[src/rtl/lane_ovr_pkg.sv]
package lane_ovr_pkg;
  localparam int REG_AW = 16;
  localparam logic [REG_AW-1:0] TX_STS_BASE = 16'h2001;
  localparam logic [REG_AW-1:0] RX_STS_BASE = 16'h2002;
  localparam logic [REG_AW-1:0] TX_OVR_BASE = 16'h2004;
  localparam logic [REG_AW-1:0] RX_OVR_BASE = 16'h2005;
  localparam int LANE_SHIFT  = 8;
  localparam int HALF_BIT    = 0;
  localparam int RX_EN_BIT   = 14;
  localparam int TX_EN_BIT   = 15;
  localparam int MODE_LSB    = 8;
  localparam int MODE_W      = 3;
  localparam int ATTEN_LSB   = 10;
  localparam int ATTEN_W     = 3;

  typedef enum logic [3:0] {
    ST_IDLE, ST_POLL,
    ST_RX_RD, ST_RX_W0, ST_RX_W1, ST_RX_W2,
    ST_TX_RD, ST_TX_W0, ST_TX_W1, ST_TX_W2,
    ST_DX_RD, ST_DX_WR, ST_DT_RD, ST_DT_WR,
    ST_FIN
  } seq_state_t;
endpackage

[src/rtl/lane_ovr_map.sv]
module lane_ovr_map #(
  parameter int PORT_W    = 3,
  parameter int PHY_W     = 3,
  parameter int LANE_W    = 2,
  parameter int STRAP_W   = 32,
  parameter int NUM_PORTS = 5,
  parameter int ALT_PHY   = 5,
  parameter int ALT_SLOT  = 4
) (
  input  logic [PORT_W-1:0]  port,
  input  logic [STRAP_W-1:0] strap,
  output logic               ok,
  output logic [PHY_W-1:0]   phy,
  output logic [LANE_W-1:0]  lane,
  output logic [3:0]         nibble
);
  localparam int SLOTS = STRAP_W / 4;
  localparam int SLOT_W = $clog2(SLOTS);

  logic [SLOT_W-1:0] slot;

  always_comb begin
    ok = (int'(port) < NUM_PORTS);
    if (port == '0) begin
      phy  = PHY_W'(ALT_PHY);
      lane = '0;
      slot = SLOT_W'(ALT_SLOT);
    end else begin
      phy  = '0;
      lane = LANE_W'(port - PORT_W'(1));
      slot = SLOT_W'(port - PORT_W'(1));
    end
    nibble = strap[slot*4 +: 4];
  end
endmodule

[src/rtl/lane_ovr_poll.sv]
module lane_ovr_poll #(
  parameter int POLL_MAX = 1000
) (
  input  logic clk,
  input  logic rst,
  input  logic clear,
  input  logic inc,
  output logic last
);
  localparam int CW = $clog2(POLL_MAX + 1);
  logic [CW-1:0] cnt_q;

  always_ff @(posedge clk) begin
    if (rst || clear) cnt_q <= '0;
    else if (inc && cnt_q != CW'(POLL_MAX)) cnt_q <= cnt_q + CW'(1);
  end

  assign last = (cnt_q == CW'(POLL_MAX - 1));

  p_count_bound_r3: assert property (@(posedge clk) disable iff (rst)
    cnt_q <= CW'(POLL_MAX));
endmodule

[src/rtl/lane_ovr_decode.sv]
module lane_ovr_decode
  import lane_ovr_pkg::*;
#(
  parameter int PHY_W     = 3,
  parameter int LANE_W    = 2,
  parameter int ADDR_W    = 16,
  parameter int DATA_W    = 32,
  parameter int POLL_PHY  = 0,
  parameter int DPLL_MODE = 3
) (
  input  seq_state_t        st,
  input  logic [PHY_W-1:0]  phy,
  input  logic [LANE_W-1:0] lane,
  input  logic [3:0]        nibble,
  input  logic [DATA_W-1:0] val,
  output logic              req,
  output logic              wr,
  output logic [PHY_W-1:0]  tphy,
  output logic [ADDR_W-1:0] addr,
  output logic [DATA_W-1:0] wdata
);
  localparam logic [DATA_W-1:0] RX_EN  = DATA_W'(1) << RX_EN_BIT;
  localparam logic [DATA_W-1:0] TX_EN  = DATA_W'(1) << TX_EN_BIT;
  localparam logic [DATA_W-1:0] MODE_M = DATA_W'((1 << MODE_W) - 1) << MODE_LSB;
  localparam logic [DATA_W-1:0] ATT_M  = DATA_W'((1 << ATTEN_W) - 1) << ATTEN_LSB;

  logic [ADDR_W-1:0] off;
  assign off = ADDR_W'(lane) << LANE_SHIFT;

  always_comb begin
    req   = 1'b1;
    wr    = 1'b0;
    tphy  = phy;
    addr  = '0;
    wdata = '0;
    case (st)
      ST_POLL:  begin tphy = PHY_W'(POLL_PHY); addr = ADDR_W'(RX_STS_BASE) + off; end
      ST_RX_RD,
      ST_DX_RD: addr = ADDR_W'(RX_STS_BASE) + off;
      ST_RX_W0,
      ST_DX_WR: begin wr = 1'b1; addr = ADDR_W'(RX_OVR_BASE) + off; wdata = val & ~RX_EN; end
      ST_RX_W1: begin wr = 1'b1; addr = ADDR_W'(RX_OVR_BASE) + off; wdata = val | RX_EN; end
      ST_RX_W2: begin
        wr = 1'b1; addr = ADDR_W'(RX_OVR_BASE) + off;
        wdata = ((val | RX_EN) & ~MODE_M) | ((DATA_W'(DPLL_MODE) << MODE_LSB) & MODE_M);
      end
      ST_TX_RD: addr = ADDR_W'(TX_STS_BASE) + off;
      ST_DT_RD: addr = ADDR_W'(TX_OVR_BASE) + off;
      ST_TX_W0,
      ST_DT_WR: begin wr = 1'b1; addr = ADDR_W'(TX_OVR_BASE) + off; wdata = val & ~TX_EN; end
      ST_TX_W1: begin wr = 1'b1; addr = ADDR_W'(TX_OVR_BASE) + off; wdata = val | TX_EN; end
      ST_TX_W2: begin
        wr = 1'b1; addr = ADDR_W'(TX_OVR_BASE) + off;
        wdata = val | TX_EN | ((DATA_W'(nibble) << ATTEN_LSB) & ATT_M);
      end
      default:  req = 1'b0;
    endcase
  end
endmodule

[src/rtl/lane_ovr_seq.sv]
module lane_ovr_seq
  import lane_ovr_pkg::*;
#(
  parameter int PORT_W    = 3,
  parameter int PHY_W     = 3,
  parameter int ADDR_W    = 16,
  parameter int DATA_W    = 32,
  parameter int STRAP_W   = 32,
  parameter int NUM_PORTS = 5,
  parameter int POLL_MAX  = 1000,
  parameter int DPLL_MODE = 3
) (
  input  logic               clk,
  input  logic               rst,
  input  logic               cmd_valid,
  input  logic               cmd_disable,
  input  logic [PORT_W-1:0]  cmd_port,
  input  logic [STRAP_W-1:0] strap,
  output logic               busy,
  output logic               done,
  output logic               poll_timeout,
  output logic               acc_req,
  output logic               acc_write,
  output logic [PHY_W-1:0]   acc_phy,
  output logic [ADDR_W-1:0]  acc_addr,
  output logic [DATA_W-1:0]  acc_wdata,
  input  logic               acc_ack,
  input  logic [DATA_W-1:0]  acc_rdata
);
  localparam int LANE_W = $clog2(NUM_PORTS - 1);

  seq_state_t        st_q, st_d;
  logic [PHY_W-1:0]  phy_q, phy_d, map_phy;
  logic [LANE_W-1:0] lane_q, lane_d, map_lane;
  logic [3:0]        nib_q, nib_d, map_nib;
  logic [DATA_W-1:0] val_q, val_d;
  logic              to_q, to_d, map_ok, accept, xfer, poll_last;

  lane_ovr_map #(
    .PORT_W(PORT_W), .PHY_W(PHY_W), .LANE_W(LANE_W), .STRAP_W(STRAP_W),
    .NUM_PORTS(NUM_PORTS), .ALT_PHY(5), .ALT_SLOT(4)
  ) u_map (
    .port(cmd_port), .strap(strap), .ok(map_ok),
    .phy(map_phy), .lane(map_lane), .nibble(map_nib)
  );

  assign accept = cmd_valid && (st_q == ST_IDLE) && map_ok;
  assign xfer   = acc_req && acc_ack;

  lane_ovr_poll #(.POLL_MAX(POLL_MAX)) u_poll (
    .clk(clk), .rst(rst), .clear(accept),
    .inc(xfer && st_q == ST_POLL), .last(poll_last)
  );

  always_comb begin
    st_d   = st_q;
    phy_d  = phy_q;
    lane_d = lane_q;
    nib_d  = nib_q;
    val_d  = val_q;
    to_d   = to_q;
    case (st_q)
      ST_IDLE: if (accept) begin
        st_d   = cmd_disable ? ST_DX_RD : ST_POLL;
        phy_d  = map_phy;
        lane_d = map_lane;
        nib_d  = map_nib;
        to_d   = 1'b0;
      end
      ST_POLL: if (xfer && (!acc_rdata[HALF_BIT] || poll_last)) begin
        st_d = ST_RX_RD;
        to_d = acc_rdata[HALF_BIT];
      end
      ST_RX_RD: if (xfer) begin val_d = acc_rdata; st_d = ST_RX_W0; end
      ST_RX_W0: if (xfer) st_d = ST_RX_W1;
      ST_RX_W1: if (xfer) st_d = ST_RX_W2;
      ST_RX_W2: if (xfer) st_d = nib_q[3] ? ST_FIN : ST_TX_RD;
      ST_TX_RD: if (xfer) begin val_d = acc_rdata; st_d = ST_TX_W0; end
      ST_TX_W0: if (xfer) st_d = ST_TX_W1;
      ST_TX_W1: if (xfer) st_d = ST_TX_W2;
      ST_TX_W2: if (xfer) st_d = ST_FIN;
      ST_DX_RD: if (xfer) begin val_d = acc_rdata; st_d = ST_DX_WR; end
      ST_DX_WR: if (xfer) st_d = ST_DT_RD;
      ST_DT_RD: if (xfer) begin val_d = acc_rdata; st_d = ST_DT_WR; end
      ST_DT_WR: if (xfer) st_d = ST_FIN;
      default:  st_d = ST_IDLE;
    endcase
  end

  always_ff @(posedge clk) begin
    if (rst) begin
      st_q   <= ST_IDLE;
      phy_q  <= '0;
      lane_q <= '0;
      nib_q  <= '0;
      val_q  <= '0;
      to_q   <= 1'b0;
    end else begin
      st_q   <= st_d;
      phy_q  <= phy_d;
      lane_q <= lane_d;
      nib_q  <= nib_d;
      val_q  <= val_d;
      to_q   <= to_d;
    end
  end

  lane_ovr_decode #(
    .PHY_W(PHY_W), .LANE_W(LANE_W), .ADDR_W(ADDR_W), .DATA_W(DATA_W),
    .POLL_PHY(0), .DPLL_MODE(DPLL_MODE)
  ) u_dec (
    .st(st_q), .phy(phy_q), .lane(lane_q), .nibble(nib_q), .val(val_q),
    .req(acc_req), .wr(acc_write), .tphy(acc_phy), .addr(acc_addr), .wdata(acc_wdata)
  );

  assign busy         = (st_q != ST_IDLE);
  assign done         = (st_q == ST_FIN);
  assign poll_timeout = to_q;

  p_ignored_r2: assert property (@(posedge clk) disable iff (rst)
    (!busy && cmd_valid && int'(cmd_port) >= NUM_PORTS) |=> !busy);
  p_req_stable_r9: assert property (@(posedge clk) disable iff (rst)
    (acc_req && !acc_ack) |=> (acc_req && $stable(acc_write) && $stable(acc_phy)
                               && $stable(acc_addr) && $stable(acc_wdata)));
  p_done_pulse_r10: assert property (@(posedge clk) disable iff (rst)
    done |=> !done);
  p_done_after_xfer_r10: assert property (@(posedge clk) disable iff (rst)
    $rose(done) |-> $past(acc_req && acc_ack));
  p_idle_no_req_r12: assert property (@(posedge clk) disable iff (rst)
    !busy |-> !acc_req);
endmodule

[config.mk]
export PLATFORM = sky130hd
export DESIGN_NAME = lane_ovr_seq
export DESIGN_NICKNAME = d
export VERILOG_FILES = /design/src/rtl/lane_ovr_pkg.sv /design/src/rtl/lane_ovr_map.sv /design/src/rtl/lane_ovr_poll.sv /design/src/rtl/lane_ovr_decode.sv /design/src/rtl/lane_ovr_seq.sv
export SDC_FILE = /design/constraint.sdc
export NUM_CORES = 1
export LEC_CHECK = 0
export BUFFER_PORTS_ARGS = -buffer_cell sky130_fd_sc_hd__buf_4
export CORE_MARGIN = 10
export CORE_UTILIZATION = 49
export CTS_CLUSTER_SIZE = 40
export DETAILED_ROUTE_END_ITERATION = 12
export HOLD_SLACK_MARGIN = 0.03
export PLACE_DENSITY = 0.89
export SETUP_SLACK_MARGIN = 0.05
export SLEW_MARGIN = 0
export SYNTH_ARGS = -nofsm -noshare
export SYNTH_HDL_FRONTEND = slang
export SYNTH_SLANG_ARGS = --single-unit
[constraint.sdc]
create_clock -name clk -period 2.96 [get_ports clk]
set_input_delay 0.592 -clock clk [delete_from_list [all_inputs] [get_ports clk]]
set_output_delay 0.592 -clock clk [all_outputs]
set_load 0.02 [all_outputs]
Word level (Yosys, flattened, before mapping)
Index checks and enable logic that the tools add are counted.

storage, ports and cells
  word-level logic and storage cells = 98
  output and inout bits = 56
  register bits after elaboration = 56

cells by class
  bitwise gates (word level) = 1
  add/subtract/negate cells = 6
  eq/ne operators = 29
  shift operators = 1
  magnitude comparators = 1
  multiplexer cells = 27
  reductions and logical operators = 26

operator list
  kind                    number
  $pmux 32 s6             1
  $pmux 16 s4             1
  $add 14x10->15 const A  4
  $mux 4                  15
  $pmux 4 s13             1
  $or 32x13->32           1
  $shiftx 32x6->4         1
  $eq 4x4->1 const B      7
  $ne 2x2->1 const B      10
  $eq 4x3->1 const B      4
  $reduce_and 13->1       1
  $reduce_or 13->1        1
  $add 10x1->10 const B   1
  $eq 10x10->1 const B    1
  $ne 10x10->1 const B    1
  $mux 3                  3
  $eq 4x2->1 const B      2
  $reduce_or 4->1         2
  $reduce_or 8->1         1
  $logic_and 1x1->1       6
  $ne 2x1->1 const B      3
  $reduce_or 2->1         3
  $reduce_or 5->1         1
  $eq 4x1->1 const B      1
  14 further kinds        19

Longest topological paths before layout
Gate-level depths: netlist of the first run.

  depth in word-level cells = 7
  depth in mapped cells = 9

Cells and area by module
From an unflattened synthesis of the first run, not the netlist that was laid out.

second synthesis, totals
  cells, all modules = 391
  area total of the unflattened synthesis = 3331.9 um^2

by module, submodules not included
  module           cells each  sequential area each (um^2)  times used  area an instance (um^2)
  lane_ovr_seq     187         920.9                        1           1895.6
  lane_ovr_poll    67          200.2                        1           576.8
  lane_ovr_decode  87          0.0                          1           549.3
  lane_ovr_map     50          0.0                          1           310.3

Worst setup path before layout of the first run
OpenSTA, ideal clock, no wires.

  kind = register to output
  from = register st_q[3]
  to = output acc_wdata[16]
  data required time = 2.368 ns
  stages on the path, launching flop included = 7
  arrival = 1.986 ns
  path slack = 0.382 ns
  path buffers = 2
  cell sequence = dfxtp_1 clkbuf_8 nor3_1 a21oi_1 a21boi_0 clkbuf_1 and2_1

on the way
  longest elaborated chain between the ends = 3
  elaborated cells on any way between the ends = 11

RTL lines
  element                                   RTL line               RTL
  from (decl)                               lane_ovr_seq.sv:32     seq_state_t st_q, st_d;
  from (signal assigned)                    lane_ovr_seq.sv:99     st_q <= st_d;
  $eq 4x3->1, or another cell as far along  lane_ovr_decode.sv:36  case (st)
  $reduce_or 2->1 (on tied branches)        -
  $pmux 32 s6 *                             lane_ovr_decode.sv:36
  to (decl)                                 lane_ovr_seq.sv:26     output logic [DATA_W-1:0] acc_wdata,

Mark *: on every way between the ends. The rest lies on a longest branch, timed or not.

Worst setup path after layout of the first run
  from = register st_q[3]
  to = output acc_wdata[19]

The elaborated chain is that of the path after synthesis.

==> results of run 1 <==
-- sequential cells by signal, summed over array words and instances, names as in the netlist --
register,cells
phy_q,1
val_q,32
nib_q,4
lane_q,2
u_poll.cnt_q,10
poll_timeout,1
st_q,4
-- area by class of cell --
cell class,instances,area [um2],share of cell area (%)
clock buffer,5,68.8,1.66
timing repair buffer,124,931,22.5
multi-input combinational,325,1880,45.5
sequential,54,1080,26.1
inverter,8,30.0,0.726
tap,77,96.3,2.33
clock inverter,3,47.5,1.15
-- how the worst max path moves through the flow --
stage                         startpoint                     to  slack, ns  cells past startpoint
floorplan           st_q[3]$_SDFFE_PP0P_          acc_wdata[16]       0.38                      6
global placement             cmd_port[0]  nib_q[3]$_SDFFE_PP0P_       0.57                      8
finish              st_q[3]$_SDFFE_PP0P_          acc_wdata[19]       0.29                      7
detailed placement           cmd_port[0]  nib_q[3]$_SDFFE_PP0P_       0.50                      8
global route        st_q[3]$_SDFFE_PP0P_          acc_wdata[16]       0.14                      7
CTS                 st_q[3]$_SDFFE_PP0P_          acc_wdata[26]       0.23                      7
-- through the flow --
stage,util (%),cells,worst slack [ns]
after detailed placement,62.8,588,0.498
after floorplan,-,430,0.382
after global placement,62.8,588,0.565
after CTS,64.7,596,0.232
final,64.8,596,0.294
after global routing,64.8,596,0.143
-- per-layer routing --
layer  global-route usage (%)  part of all wire (%)  up-vias
li1                         -                     -     1604
met1                     19.9                    39     1453
met2                     29.6                    51      116
met3                     5.08                   8.1       20
met4                     6.32                   2.4        0
met5                        0                     0        -
-- worst max-delay path: stages, from the launching register on --
cell	delay [ns]
dfxtp_1	0.36
nand2_1	0.17
nand2_1	0.08
a21oi_1	0.23
a21boi_4	0.35
buf_4	0.28
and2_1	0.16
buf_4	0.14
-- cell usage in the layout, fill, tap and decap left out, types with 3 or more instances in the layout --
cell and count:
conb_1 11, a21oi_1 48, nor2b_1 3, and3_1 5, mux2i_1 4, inv_1 8
nand2_1 94, a2111oi_0 3, clkbuf_8 5, a22o_1 3, nor4_1 4, and2_1 28
a211oi_1 5, nor3b_1 4, xnor2_1 7, mux4_2 4, ha_1 3, buf_4 124
nand2b_1 4, nor2_1 29, nor3_1 5, dfxtp_1 54, nand3_1 7, o21ai_0 12
nand3b_1 3
-- power breakdown --
part / internal, mW / total [mW] / switching (mW)
Combinational: 0.524 / 1.31 / 0.789
Clock: 0.257 / 0.514 / 0.257
Sequential: 0.817 / 0.867 / 0.0499
Total: 1.60 / 2.69 / 1.10
-- cell families after synthesis --
group	share of synthesized area, %
buffers and inverters	9.55
other	0.116
XOR/XNOR	2.45
flip-flops	33.6
adder cells (fa/ha/maj)	1.17
AND/OR/NAND/NOR	31.5
AO/OA/AOI/OAI	17.0
multiplexers	4.74
==> flow_metrics.env, run 1 <==
export IMPL_totalWireLength_um=9180
export IMPL_fillers=543
export IMPL_hp_class="reg -> reg"
export IMPL_tightest_slew_ns=0.554
export IMPL_grt_pass1_vias=3073
export IMPL_via_per_inst=5.36
export IMPL_placed_cell_area_um2=4010
export IMPL_synth_top_area_share_pct=33.6
export IMPL_r2r_start="u_poll.cnt_q[0]$_SDFFE_PP0P_"
export IMPL_design_area_um2=4140
export IMPL_synth_top_area_cell="dfxtp_1"
export IMPL_critPathRequiredTime_ns=2.37
export IMPL_die_h_um=101
export IMPL_ys_flop_type="dfxtp_1"
export IMPL_cts_tree="built"
export IMPL_rsz0062_at_grt="false"
export IMPL_worstPathArrival_ns=2.07
export IMPL_final_layout_size_suffix_gt1_share_pct=28.7
export IMPL_cts_sinks=54
export IMPL_port_buffers=116
export IMPL_fmax_mhz=375
export IMPL_hold_buffers=0
export IMPL_worstSkewPairLatency_ns=0.31
export IMPL_die_w_um=101
export IMPL_crit_path_end_kind="output pin"
export IMPL_timing_final_crit_share_pct=90.1
export IMPL_initial_core_util_pct=50.5
export IMPL_timing_slew_headroom_pct=62.7
export IMPL_core_area_um2=6390
export IMPL_critPathMaxFanout=23
export IMPL_ir_worst_vdd_v=0.000504
export IMPL_die_area_um2=10200
export IMPL_skew_ns=0.0152
export IMPL_p_leak_nw=1.73
export IMPL_drtIter0Drc=183
export IMPL_setup_viol=0
export IMPL_synth_most_common_cell="nand2_1"
export IMPL_finalMaxSlewViolations=0
export IMPL_crit_path_start_kind="register"
export IMPL_synthDistinctLibCells=56
export IMPL_synth_area_leaders="dfxtp_1 34%, nand2_1 11%, a21oi_1 7.5%"
export IMPL_crit_type="reg -> out"
export IMPL_cts_resized=0
export IMPL_grt_usage_pct=17.3
export IMPL_drc_errors=0
export IMPL_netlist_area_um2=3220
export IMPL_min_period_ns=2.67
export IMPL_clockBufferDepth=2
export IMPL_cts_made_buffers=5
export IMPL_syn_area_per_cell_um2=7.67
export IMPL_ys_warn_count=0
export IMPL_path_clk_slew_ns=0.11
export IMPL_power_total_mw=2.69
export IMPL_antenna_cells=0
export IMPL_pin_count=128
export IMPL_wl_per_cell_um=15.4
export IMPL_grt_pass1_wl_um=14800
export IMPL_whs_path_depth=2
export IMPL_firstDrtPassIters=4
export IMPL_num_rows=29
export IMPL_num_vias=3193
export IMPL_dp_hpwl_um=7200
export IMPL_grt_max_degree=48
export IMPL_rrSetupSlack_ns=0.87
export IMPL_ctsHtreeMaxLevel=2
export IMPL_reg2regPathDepth=6
export IMPL_area_growth_synth_to_final_pct=28.4
export IMPL_holdWs_ns=0.455
export IMPL_place_gp_congestion=0.874
export IMPL_outcome="finished clean"
export IMPL_synth_seq_cells=54
export IMPL_ys_top_cells_by_count="94 x nand2_1, 54 x dfxtp_1, 48 x a21oi_1"
export IMPL_clock_root_buffer="clkbuf_8"
export IMPL_antenna_found_initial=0
export IMPL_drv_cap=0
export IMPL_ant_nets=0
export IMPL_overflow=0
export IMPL_r2r_end="st_q[3]$_SDFFE_PP0P_"
export IMPL_worstHoldEndpoint="val_q[5]$_SDFFE_PP0P_"
export IMPL_nets=593
export IMPL_postCtsSetupBuffers=0
export IMPL_async_reset_ff_share_pct=0
export IMPL_hold_viol_final=0
export IMPL_hp_start="val_q[5]$_SDFFE_PP0P_"
export IMPL_synth_cells=420
export IMPL_finalSetupTns_ns=0
export IMPL_synth_edf_count=0
export IMPL_powerDensity_nw_per_um2=651
export IMPL_seq_area_frac_synth_pct=33.6
Power figures use the tool's default switching activity.
==> inputs of run 2 (changes only) <==
--- a/config.mk
+++ b/config.mk
@@ -7,11 +7,11 @@
 export LEC_CHECK = 0
 export BUFFER_PORTS_ARGS = -buffer_cell sky130_fd_sc_hd__buf_4
 export CORE_MARGIN = 10
-export CORE_UTILIZATION = 49
+export CORE_UTILIZATION = 30
 export CTS_CLUSTER_SIZE = 40
 export DETAILED_ROUTE_END_ITERATION = 12
 export HOLD_SLACK_MARGIN = 0.03
-export PLACE_DENSITY = 0.89
+export PLACE_DENSITY = 0.62
 export SETUP_SLACK_MARGIN = 0.05
 export SLEW_MARGIN = 0
 export SYNTH_ARGS = -nofsm -noshare
==> flow_metrics.env, run 2 (synthesis results as in run 1) <==
export IMPL_hold_viol_final=0
export IMPL_final_layout_size_suffix_gt1_share_pct=28.7
export IMPL_largest_reg_flops=32
export IMPL_via_per_inst=4.82
export IMPL_grt_pass1_vias=3031
export IMPL_max_flop_register="val_q"
export IMPL_core_area_um2=10400
export IMPL_cts_resized=0
export IMPL_skew_ns=0.0128
export IMPL_worstSkewPairLatency_ns=0.31
export IMPL_wl_per_cell_um=14.3
export IMPL_pin_count=128
export IMPL_grt_pass1_wl_um=14800
export IMPL_firstDrtPassIters=4
export IMPL_clockBufferDepth=2
export IMPL_path_cells="buf_4 -> a21oi_1 -> a21boi_2 -> buf_4 -> a22o_1 -> buf_4"
export IMPL_whs_path_depth=2
export IMPL_crit_path_start_kind="register"
export IMPL_crit_path_end_kind="output pin"
export IMPL_worstHoldEndpoint="val_q[19]$_SDFFE_PP0P_"
export IMPL_outcome="finished clean"
export IMPL_layout_common_cells="124 x buf_4, 94 x nand2_1, 54 x dfxtp_1"
export IMPL_postCtsSetupBuffers=0
export IMPL_powerDensity_nw_per_um2=624
export IMPL_hp_start="val_q[19]$_SDFFE_PP0P_"
export IMPL_die_w_um=124
export IMPL_hp_class="reg -> reg"
export IMPL_clock_root_buffer="clkbuf_8"
export IMPL_crit_type="reg -> out"
export IMPL_cpMostUsedCell="buf_4"
export IMPL_rsz0062_at_grt="false"
export IMPL_p_leak_nw=1.71
export IMPL_cts_made_buffers=5
export IMPL_reg2regPathDepth=6
export IMPL_slowest_delay_ns=0.58
export IMPL_ctsHtreeMaxLevel=2
export IMPL_min_period_ns=2.68
export IMPL_timing_slew_headroom_pct=64.9
export IMPL_utilization_pct=40.2
export IMPL_worstPathArrival_ns=2.09
export IMPL_placed_cell_area_um2=4090
export IMPL_antenna_found_initial=0
export IMPL_finalMaxSlewViolations=0
export IMPL_path_clk_slew_ns=0.10
export IMPL_slowest_stage="dfxtp_1"
export IMPL_die_h_um=124
export IMPL_final_common_cell="buf_4"
export IMPL_num_rows=37
export IMPL_place_gp_congestion=0.863
export IMPL_dp_hpwl_um=7380
export IMPL_cts_tree="built"
export IMPL_overflow=0
export IMPL_timing_final_crit_share_pct=90.5
export IMPL_pre_cts_slack_ns=0.512
export IMPL_finalSetupTns_ns=0
export IMPL_antenna_cells=0
export IMPL_grt_max_degree=48
export IMPL_drc_errors=0
export IMPL_num_vias=3156
export IMPL_drtIter0Drc=127
export IMPL_setup_ws_ns=0.280
export IMPL_ir_worst_vdd_v=0.000232
export IMPL_largestRegisters="val_q (32), u_poll.cnt_q (10)"
export IMPL_drv_cap=0
export IMPL_area_growth_synth_to_final_pct=29.9
export IMPL_hold_buffers=0
export IMPL_cts_sinks=54
export IMPL_die_area_um2=15300
export IMPL_tightest_slew_ns=0.522
export IMPL_r2r_start="u_poll.cnt_q[0]$_SDFFE_PP0P_"
export IMPL_design_area_um2=4190
export IMPL_critPathMaxFanout=30
export IMPL_critPathRequiredTime_ns=2.37
export IMPL_nets=593
export IMPL_port_buffers=116
export IMPL_ant_nets=0
export IMPL_rrSetupSlack_ns=0.93
export IMPL_r2r_end="st_q[2]$_SDFFE_PP0P_"
export IMPL_totalWireLength_um=9350
export IMPL_initial_core_util_pct=30.9
export IMPL_setup_viol=0
export IMPL_grt_usage_pct=11.7
export IMPL_fmax_mhz=373
## run 2: worst max-delay path by stage
stage / to / start
6_report: acc_wdata[12] / st_q[1]$_SDFFE_PP0P_
5_1_grt: acc_wdata[12] / st_q[1]$_SDFFE_PP0P_
4_1_cts: acc_wdata[12] / st_q[2]$_SDFFE_PP0P_
3_5_place_dp: nib_q[3]$_SDFFE_PP0P_ / cmd_port[0]
3_3_place_gp: nib_q[3]$_SDFFE_PP0P_ / cmd_port[0]
2_1_floorplan: acc_wdata[16] / st_q[3]$_SDFFE_PP0P_
## run 2: layer usage
layer | share of wire [%] | track usage [%]
met5 | 0 | 0
met1 | 45 | 14.5
met4 | 0.96 | 2.84
met3 | 7.2 | 3.53
met2 | 47 | 19.3
## run 2: stage by stage
stage	cells	hold WS (ns)	total power, mW
floorplan	430	0.432	1.79
global placement	647	0.437	2.18
detailed placement	647	0.442	2.20
CTS	655	0.457	2.65
global route	655	0.471	2.80
finish	655	0.454	2.61
## run 2: cell type report
class,count,area [um2]
well taps,136,170
repair buffers,124,931
clock buffers,6,82.6
fillers,1084,6230
multi-input cells,325,1870
flip-flops and latches,54,1080
clock inverters,2,16.3
inverters,8,30.0
## run 2: critical path, delay by kind of cell, from the launching register on
| kind | cells | cell delay [ns] |
|---|---|---|
| AOI/OAI and AO/OA | 3 | 0.54 |
| buffers and inverters | 3 | 0.64 |
| DFF | 1 | 0.58 |
## run 2: power by group
group | switching, mW | internal [mW] | leakage [nW] | total (mW)
registers | 0.0795 | 0.817 | 0.437 | 0.897
clock network | 0.257 | 0.193 | 0.0478 | 0.450
logic | 0.751 | 0.512 | 1.23 | 1.26
==> inputs of run 3 (changes only) <==
--- a/config.mk
+++ b/config.mk
@@ -12,6 +12,7 @@
 export DETAILED_ROUTE_END_ITERATION = 12
 export HOLD_SLACK_MARGIN = 0.03
 export PLACE_DENSITY = 0.62
+export RECOVER_POWER = 100
 export SETUP_SLACK_MARGIN = 0.05
 export SLEW_MARGIN = 0
 export SYNTH_ARGS = -nofsm -noshare
==> flow_metrics.env, run 3 (synthesis results as in run 1) <==
export IMPL_slowest_stage="dfxtp_1"
export IMPL_critPathMaxFanout=30
export IMPL_hp_class="reg -> reg"
export IMPL_skew_ns=0.0138
export IMPL_die_area_um2=15300
export IMPL_grt_usage_pct=11.7
export IMPL_cts_sinks=54
export IMPL_crit_path_start="st_q[1]$_SDFFE_PP0P_"
export IMPL_rsz0062_at_grt="false"
export IMPL_crit_path_start_kind="register"
export IMPL_finalSetupTns_ns=0
export IMPL_setup_viol=0
export IMPL_setup_ws_ns=0.234
export IMPL_path_clk_slew_ns=0.10
export IMPL_drtIter0Drc=129
export IMPL_slowest_delay_ns=0.57
export IMPL_worstPathArrival_ns=2.13
export IMPL_initial_core_util_pct=30.9
export IMPL_worstSkewPairLatency_ns=0.31
export IMPL_nets=593
export IMPL_crit_type="reg -> out"
export IMPL_timing_final_crit_share_pct=92.1
export IMPL_wl_per_cell_um=14.4
export IMPL_p_switching_mw=1.08
export IMPL_totalWireLength_um=9400
export IMPL_firstDrtPassIters=5
export IMPL_drc_errors=0
export IMPL_power_total_mw=2.51
export IMPL_hp_start="val_q[19]$_SDFFE_PP0P_"
export IMPL_power_internal_mw=1.43
export IMPL_clockBufferDepth=2
export IMPL_place_gp_congestion=0.863
export IMPL_num_rows=37
export IMPL_ir_worst_vdd_v=0.000232
export IMPL_crit_family="flip-flops"
export IMPL_clock_power_share_pct=17.9
export IMPL_powerDensity_nw_per_um2=617
export IMPL_path_cells="nor3_1 -> a21oi_1 -> a21boi_0 -> buf_4 -> and2_1 -> clkbuf_1"
export IMPL_clock_root_buffer="clkbuf_8"
export IMPL_cts_made_buffers=5
export IMPL_path_buf_inv=2
export IMPL_drv_cap=0
export IMPL_postCtsSetupBuffers=0
export IMPL_pin_count=128
export IMPL_finalMaxSlewViolations=0
export IMPL_hold_buffers=0
export IMPL_antenna_cells=0
export IMPL_num_vias=3144
export IMPL_ant_nets=0
export IMPL_grt_pass1_vias=3031
export IMPL_swShare_pct=42.8
export IMPL_pre_cts_slack_ns=0.512
export IMPL_largestRegisters="val_q (32), u_poll.cnt_q (10)"
export IMPL_port_buffers=116
export IMPL_die_h_um=124
export IMPL_antenna_found_initial=0
export IMPL_cts_resized=0
export IMPL_final_layout_size_suffix_gt1_share_pct=24.3
export IMPL_placed_cell_area_um2=4090
export IMPL_tightest_slew_ns=1.35
export IMPL_largest_reg_flops=32
export IMPL_r2r_start="st_q[2]$_SDFFE_PP0P_"
export IMPL_max_flop_register="val_q"
export IMPL_via_per_inst=4.80
export IMPL_holdWs_ns=0.454
export IMPL_crit_path_end_kind="output pin"
export IMPL_p_leak_nw=1.61
export IMPL_cts_tree="built"
export IMPL_dp_hpwl_um=7380
export IMPL_outcome="finished clean"
export IMPL_die_w_um=124
export IMPL_overflow=0
export IMPL_final_common_cell="buf_4"
export IMPL_layout_common_cells="101 x buf_4, 95 x nand2_1, 54 x dfxtp_1"
export IMPL_min_period_ns=2.73
export IMPL_design_area_um2=4070
export IMPL_timing_slew_headroom_pct=9.79
export IMPL_grt_pass1_wl_um=14800
export IMPL_hold_viol_final=0
export IMPL_core_area_um2=10400
export IMPL_p_comb_share_pct=46.5
export IMPL_area_growth_synth_to_final_pct=26.3
export IMPL_ctsHtreeMaxLevel=2
export IMPL_grt_max_degree=48
export IMPL_critPathRequiredTime_ns=2.37
export IMPL_seq_power_share_pct=35.6
export IMPL_fmax_mhz=367
==> run 3: cell count changes in the layout (fill, tap and decap cells not counted), moves of 4 or more <==
| cell | previous run | this run |
|---|---|---|
| clkbuf_2 | 0 | 4 |
| and2_0 | 0 | 15 |
| and2_1 | 28 | 13 |
| buf_4 | 124 | 101 |
| clkbuf_1 | 0 | 19 |
==> run 3: power groups by stage <==
stage / Sequential (mW) / Combinational (mW) / Clock, mW
2_1_floorplan: 0.875 / 0.913 / 0
3_3_place_gp: 0.911 / 1.27 / 0
3_5_place_dp: 0.915 / 1.29 / 0
4_1_cts: 0.898 / 1.29 / 0.466
5_1_grt: 0.909 / 1.30 / 0.492
6_report: 0.894 / 1.17 / 0.448
==> run 3: per-stage QoR <==
stage	util [%]	std cells
6_report	39.1	655
2_1_floorplan	-	430
5_1_grt	39.1	655
3_5_place_dp	39.2	647
4_1_cts	40.2	655
3_3_place_gp	39.2	647
==> run 3: final timing paths <==
check	to	depth (start not counted)	slack, ns
setup / recovery	acc_wdata[19]	6	0.23
hold / removal	val_q[19]$_SDFFE_PP0P_	2	0.45
setup reg to reg	val_q[0]$_SDFFE_PP0P_	6	0.43
hold reg to reg	val_q[19]$_SDFFE_PP0P_	2	0.45
==> run 3: layout make-up <==
cell class,count,area (um2)
Fill cell,1106,6350
Multi-Input combinational cell,325,1840
Sequential cell,54,1080
Timing Repair Buffer,124,850
Tap cell,136,170
Clock buffer,6,82.6
Inverter,8,30.0
Clock inverter,2,16.3
==> run 3: per-layer routing <==
| layer | routed length [um] | up-vias | track usage (%) | part of all wire [%] |
|---|---|---|---|---|
| met5 | 0 | - | 0 | 0 |
| met4 | 86 | 0 | 2.84 | 0.91 |
| met3 | 650 | 8 | 3.53 | 6.9 |
| met2 | 4350 | 94 | 19.3 | 46 |
| met1 | 4310 | 1441 | 14.5 | 46 |
| li1 | - | 1601 | - | - |
==> run 3: worst reg2reg max path: cells and delay by family, from the launching register on <==
family	cells	cell delay, ns
xor+xnor	1	0.21
buf+inv	1	0.98
simple gates	3	0.57
flops	1	0.54
compound gates	1	0.17
